### src/rtl/acq_irq_pkg.sv
package acq_irq_pkg;
  localparam int NUM_TRIG   = 2;
  localparam int BIT_IEN    = 0;
  localparam int BIT_MST    = 1;
  localparam int BIT_SRC    = 2;
  localparam int BIT_LVL_LO = 4;
  localparam int BIT_POST   = 8;
  localparam int BIT_PRE    = 9;
  localparam int BIT_TRG_LO = 12;
  localparam logic [31:0] FIXED_ONES = 32'h0000_0C08;

  // Level code to sample threshold; codes beyond 6 fold back to 32.
  function automatic logic [15:0] level_threshold(input logic [3:0] code);
    logic [15:0] t;
    if (code <= 4'd5)      t = 16'd32 << code;
    else if (code == 4'd6) t = 16'd1536;
    else                   t = 16'd32;
    return t;
  endfunction
endpackage

### src/rtl/acq_irq_sticky.sv
module acq_irq_sticky (
  input  logic clk,
  input  logic rst_n,
  input  logic set_i,
  input  logic clr_i,
  output logic q_o
);
  always_ff @(posedge clk or negedge rst_n) begin
    if (!rst_n)     q_o <= 1'b0;
    else if (set_i) q_o <= 1'b1;
    else if (clr_i) q_o <= 1'b0;
  end

  a_r8_sticky_hold: assert property (@(posedge clk) disable iff (!rst_n)
    (q_o && !clr_i) |=> q_o);
  a_r8_clear: assert property (@(posedge clk) disable iff (!rst_n)
    (clr_i && !set_i) |=> !q_o);
  a_r8_set_wins: assert property (@(posedge clk) disable iff (!rst_n)
    set_i |=> q_o);
endmodule

### src/rtl/acq_irq_edge_sync.sv
module acq_irq_edge_sync #(
  parameter int STAGES = 2
) (
  input  logic clk,
  input  logic rst_n,
  input  logic async_i,
  output logic rise_o
);
  logic [STAGES-1:0] chain;
  logic              prev;

  always_ff @(posedge clk or negedge rst_n) begin
    if (!rst_n) begin
      chain <= '0;
      prev  <= 1'b0;
    end else begin
      chain <= {chain[STAGES-2:0], async_i};
      prev  <= chain[STAGES-1];
    end
  end

  assign rise_o = chain[STAGES-1] & ~prev;

  a_r7_single_edge: assert property (@(posedge clk) disable iff (!rst_n)
    rise_o |=> !rise_o);
endmodule

### src/rtl/acq_irq_level_det.sv
module acq_irq_level_det #(
  parameter int CNT_W = 12
) (
  input  logic             clk,
  input  logic             rst_n,
  input  logic [CNT_W-1:0] level_i,
  input  logic [3:0]       code_i,
  output logic             cross_o
);
  import acq_irq_pkg::*;
  logic [15:0] thr;
  logic        above, above_q;

  assign thr   = level_threshold(code_i);
  assign above = 32'(level_i) >= 32'(thr);

  always_ff @(posedge clk or negedge rst_n) begin
    if (!rst_n) above_q <= 1'b0;
    else        above_q <= above;
  end

  assign cross_o = above & ~above_q;

  a_r6_one_event: assert property (@(posedge clk) disable iff (!rst_n)
    cross_o |=> !cross_o);
  a_r4_thr_range: assert property (@(posedge clk) disable iff (!rst_n)
    (thr >= 16'd32) && (thr <= 16'd1536));
endmodule

### src/rtl/acq_irq_ctrl.sv
module acq_irq_ctrl #(
  parameter int CNT_W       = 12,
  parameter int SYNC_STAGES = 2
) (
  input  logic             clk,
  input  logic             rst_n,
  input  logic             reg_wr,
  input  logic [31:0]      reg_wdata,
  output logic [31:0]      reg_rdata,
  input  logic [CNT_W-1:0] fifo_level,
  input  logic             dma_done,
  input  logic [1:0]       ext_trig,
  output logic             post_trig_en,
  output logic             pre_trig_en,
  output logic             irq
);
  import acq_irq_pkg::*;

  logic                ien, src_dma, post_q, pre_q;
  logic [3:0]          lvl_code;
  logic [NUM_TRIG-1:0] trig_en, trig_st, trig_rise;
  logic                fifo_cross, main_evt, main_st;

  always_ff @(posedge clk or negedge rst_n) begin
    if (!rst_n) begin
      ien <= 1'b0; src_dma <= 1'b0; post_q <= 1'b0; pre_q <= 1'b0;
      lvl_code <= 4'd0; trig_en <= '0;
    end else if (reg_wr) begin
      ien      <= reg_wdata[BIT_IEN];
      src_dma  <= reg_wdata[BIT_SRC];
      lvl_code <= reg_wdata[BIT_LVL_LO +: 4];
      post_q   <= reg_wdata[BIT_POST];
      pre_q    <= reg_wdata[BIT_PRE];
      for (int k = 0; k < NUM_TRIG; k++)
        trig_en[k] <= reg_wdata[BIT_TRG_LO + 2*k];
    end
  end

  acq_irq_level_det #(.CNT_W(CNT_W)) u_level (
    .clk(clk), .rst_n(rst_n), .level_i(fifo_level),
    .code_i(lvl_code), .cross_o(fifo_cross)
  );

  assign main_evt = src_dma ? dma_done : fifo_cross;

  acq_irq_sticky u_main_st (
    .clk(clk), .rst_n(rst_n), .set_i(main_evt),
    .clr_i(reg_wr & reg_wdata[BIT_MST]), .q_o(main_st)
  );

  for (genvar g = 0; g < NUM_TRIG; g++) begin : g_trig
    acq_irq_edge_sync #(.STAGES(SYNC_STAGES)) u_sync (
      .clk(clk), .rst_n(rst_n), .async_i(ext_trig[g]), .rise_o(trig_rise[g])
    );
    acq_irq_sticky u_st (
      .clk(clk), .rst_n(rst_n), .set_i(trig_rise[g]),
      .clr_i(reg_wr & reg_wdata[BIT_TRG_LO + 2*g + 1]), .q_o(trig_st[g])
    );
  end

  always_comb begin
    reg_rdata = FIXED_ONES;
    reg_rdata[BIT_IEN] = ien;
    reg_rdata[BIT_MST] = main_st;
    reg_rdata[BIT_SRC] = src_dma;
    reg_rdata[BIT_LVL_LO +: 4] = lvl_code;
    reg_rdata[BIT_POST] = post_q;
    reg_rdata[BIT_PRE]  = pre_q;
    for (int k = 0; k < NUM_TRIG; k++) begin
      reg_rdata[BIT_TRG_LO + 2*k]     = trig_en[k];
      reg_rdata[BIT_TRG_LO + 2*k + 1] = trig_st[k];
    end
  end

  assign irq          = (ien & main_st) | (|(trig_en & trig_st));
  assign post_trig_en = post_q;
  assign pre_trig_en  = pre_q;

  a_r9_irq_needs_pending: assert property (@(posedge clk) disable iff (!rst_n)
    irq |-> (main_st || (|trig_st)));
  a_r5_dma_ignored: assert property (@(posedge clk) disable iff (!rst_n)
    (!src_dma && !fifo_cross && !main_st && !reg_wr) |=> !main_st);
  a_r3_reserved_zero: assert property (@(posedge clk) disable iff (!rst_n)
    reg_rdata[31:16] == 16'h0000);
endmodule

### config.mk
export PLATFORM = sky130hd
export DESIGN_NAME = acq_irq_ctrl
export DESIGN_NICKNAME = d
export VERILOG_FILES = /design/src/rtl/acq_irq_pkg.sv /design/src/rtl/acq_irq_sticky.sv /design/src/rtl/acq_irq_edge_sync.sv /design/src/rtl/acq_irq_level_det.sv /design/src/rtl/acq_irq_ctrl.sv
export SDC_FILE = /design/constraint.sdc
export NUM_CORES = 1
export LEC_CHECK = 0
export ABC_AREA = 1
export BUFFER_PORTS_ARGS = -buffer_cell sky130_fd_sc_hd__buf_2
export CORE_ASPECT_RATIO = 1.4
export CORE_UTILIZATION = 40
export CTS_CLUSTER_SIZE = 40
export DETAILED_ROUTE_END_ITERATION = 10
export MAX_ROUTING_LAYER = met4
export PLACE_DENSITY = 0.92
export SKIP_LAST_GASP = 1
export SLEW_MARGIN = 5
export SYNTH_ARGS = -nofsm -noshare
export SYNTH_HDL_FRONTEND = slang
export SYNTH_SLANG_ARGS = --single-unit
### constraint.sdc
create_clock -name clk -period 2.13 [get_ports clk]
set_input_delay 0.213 -clock clk [delete_from_list [all_inputs] [get_ports clk]]
set_output_delay 0.213 -clock clk [all_outputs]
set_load 0.03 [all_outputs]
==> impl_metrics.env <==
export IMPL_ys_ff_latch=20
export IMPL_netlist_instances=121
export IMPL_p_leak_nw=0.711
export IMPL_fin_crit_ns=1.63
export IMPL_drcViolationCount=0
export IMPL_min_period_over_period=0.766
export IMPL_slew_viol_final=0
export IMPL_drt_first_iter_violations=8
export IMPL_path_max_fanout=4
export IMPL_io_pin_count=85
export IMPL_fp_dieH_um=65.4
export IMPL_wl_mm=1.85
export IMPL_globalplace_congestion=0.714
export IMPL_rows=22
export IMPL_cts_tree="yes"
export IMPL_die_x_um=47.3
export IMPL_cts_hold_buffers_added=1
export IMPL_worstSetupPathType="reg2reg"
export IMPL_multi_input_area_um2=457
export IMPL_cts_buffer_depth=2
export IMPL_r2r_setup_slack_ns=0.50
export IMPL_cts_root_buf="clkbuf_4"
export IMPL_synth_warnings=0
export IMPL_die_area_um2=3090
export IMPL_antenna_cells=0
export IMPL_regToRegStartpoint="lvl_code[3]"
export IMPL_ff2ff_path_depth=11
export IMPL_endpoint_kind="register"
export IMPL_status="complete, no violations"
export IMPL_hold_depth=1
export IMPL_cp_start_kind="register"
export IMPL_clk_pin_slew_ns=0.10
export IMPL_area_growth_synth_to_final_pct=11.7
export IMPL_hold_violations=0
export IMPL_finClkSkew_ns=0.00382
export IMPL_cts_resized=0
export IMPL_globalRouteOverflowTotal=0
export IMPL_grt_pass1_vias=758
export IMPL_avgSynthCellArea_um2=9.49
export IMPL_cts_made_buffers=3
export IMPL_rsz0062_at_grt="false"
export IMPL_synth_top_cell_area_share=0.436
export IMPL_whs_ns=0.0219
export IMPL_via_count=825
export IMPL_ant_nets=0
export IMPL_coreArea_um2=2670
export IMPL_wl_per_cell_um=9.58
export IMPL_power_density_nw_per_um2=692
export IMPL_portBuffers=42
export IMPL_regArea_um2=500
export IMPL_r2r_end="u_main_st.q_o"
export IMPL_setup_viol=0
export IMPL_synth_top_area_cell="dfrtp_1"
export IMPL_grt_first_pass_wirelength_mm=2.89
export IMPL_hold_end="g_trig[0].u_sync.chain[0]"
export IMPL_antenna_found_initial=0
export IMPL_htreeDepth=1
export IMPL_cts_setup_buffers=0
export IMPL_synthTopCellsByArea="dfrtp_1 (44%), buf_4 (17%), nand2_1 (7.8%), ha_1 (7.6%), mux2_2 (4.9%)"
export IMPL_n_fill_cell=278
export IMPL_initial_utilization=0.430
export IMPL_min_from="ext_trig[0]"
export IMPL_worst_ep_required_time_ns=2.32
export IMPL_synth_seq_area_share=0.436
export IMPL_finalSetupTns_ns=0
export IMPL_fmaxAchievable_mhz=613
export IMPL_worstPathArrival_ns=1.82
export IMPL_dp_hpwl_mm=1.50
export IMPL_peakVddDrop_uv=367
export IMPL_drv_cap=0
export IMPL_drive_above_1_share=0.331
export IMPL_vias_per_cell=4.27
export IMPL_clk_latency_ns=0.29
export IMPL_nets=216
export IMPL_grt_max_degree=21
export IMPL_hold_path_class="in2reg"
export IMPL_grt_use_total=0.133
export IMPL_drt_pass1_iter_count=2
export IMPL_syn_cell_area_um2=1150
export IMPL_synth_cell_types=16
export IMPL_clkSinkCount=20
[metal layers]
layer	track usage	up-vias	part of all wire
met4	0.0429	0	0.0043
met5	-	-	0
met2	0.236	43	0.51
met3	0.0165	2	0.065
met1	0.145	368	0.42
li1	-	412	-
[cell usage in the layout (no fill, tap or decap), types with 2 or more instances in the layout]
cell type,n
o21ai_0,5
mux2_2,5
nand2_1,24
a22o_1,2
nor2_1,6
dfrtp_1,20
clkbuf_4,3
buf_2,42
conb_1,20
a21oi_1,3
inv_1,10
mux2_4,2
nand3_1,6
ha_1,7
[per-stage QoR]
| step | cells | worst slack [ns] | util | power (mW) | instance area (um^2) |
|---|---|---|---|---|---|
| final | 193 | 0.498 | 0.480 | 0.887 | 1280 |
| after global routing | 193 | 0.272 | 0.480 | 0.946 | 1280 |
| after CTS | 193 | 0.478 | 0.480 | 0.900 | 1280 |
| after detailed placement | 189 | 0.505 | 0.468 | 0.729 | 1250 |
| after global placement | 189 | 0.515 | 0.468 | 0.723 | 1250 |
| after floorplan | 139 | 0.456 | - | 0.699 | 1220 |
[cell families (layout without fill, tap and decap cells)]
group	count (synthesis)	count (layout)	synth area share
AOI/OAI and AO/OA	11	11	0.0566
DFF	20	20	0.436
muxes	7	7	0.0752
and+or+nand+nor	36	36	0.124
adders and majority gates	7	7	0.0762
other	2	20	0.00654
buffers and inverters	38	56	0.225
[cells in the mapped netlist (all sizes together)]
library cell and instances:
o21ai 5, dfrtp 20, buf 28, mux2 7, inv 10, ha 7
a21oi 3, conb 2, nand3 6, nor2 6, o21a 1, a22o 2
nand2 24
[cell type report]
type	instances	share of cell area
clock buffers	3	0.0176
inverters	10	0.0293
multi-input cells	81	0.356
repair buffers	43	0.172
flip-flops and latches	20	0.390
well taps	36	0.0351
[report_power, final]
group | switching [mW] | internal [mW]
Sequential | 0.0266 | 0.415
Combinational | 0.190 | 0.0897
Clock | 0.101 | 0.0657
[sequential cells by signal, summed over array words and instances, names as in the netlist]
| register | cells |
|---|---|
| u_main_st.q_o | 1 |
| pre_trig_en | 1 |
| g_trig.u_sync.chain | 4 |
| src_dma | 1 |
| post_trig_en | 1 |
| lvl_code | 4 |
| ien | 1 |
| u_level.above_q | 1 |
| trig_en | 2 |
| g_trig.u_sync.prev | 2 |
| g_trig.u_st.q_o | 2 |
[how the worst max path moves through the flow]
| stage | startpoint | to | slack (ns) | cells after the start |
|---|---|---|---|---|
| global placement | lvl_code[3] | u_main_st.q_o | 0.52 | 11 |
| floorplan | lvl_code[0] | u_main_st.q_o | 0.46 | 11 |
| finish | lvl_code[3] | u_main_st.q_o | 0.50 | 11 |
| detailed placement | lvl_code[3] | u_main_st.q_o | 0.51 | 11 |
| CTS | lvl_code[3] | u_main_st.q_o | 0.48 | 11 |
| global route | lvl_code[3] | u_main_st.q_o | 0.27 | 11 |
[worst max-delay path, cell delays in order, from the launching register on]
cell     delay, ns
dfrtp_1       0.41
nor2_1        0.23
nand3_1       0.11
ha_1          0.30
nand2_1       0.07
inv_1         0.04
nand2_1       0.06
nand3_1       0.08
nand2_1       0.07
nand2_1       0.06
nand2_1       0.05
nand2_1       0.04
(Power assumes the default switching activity.)
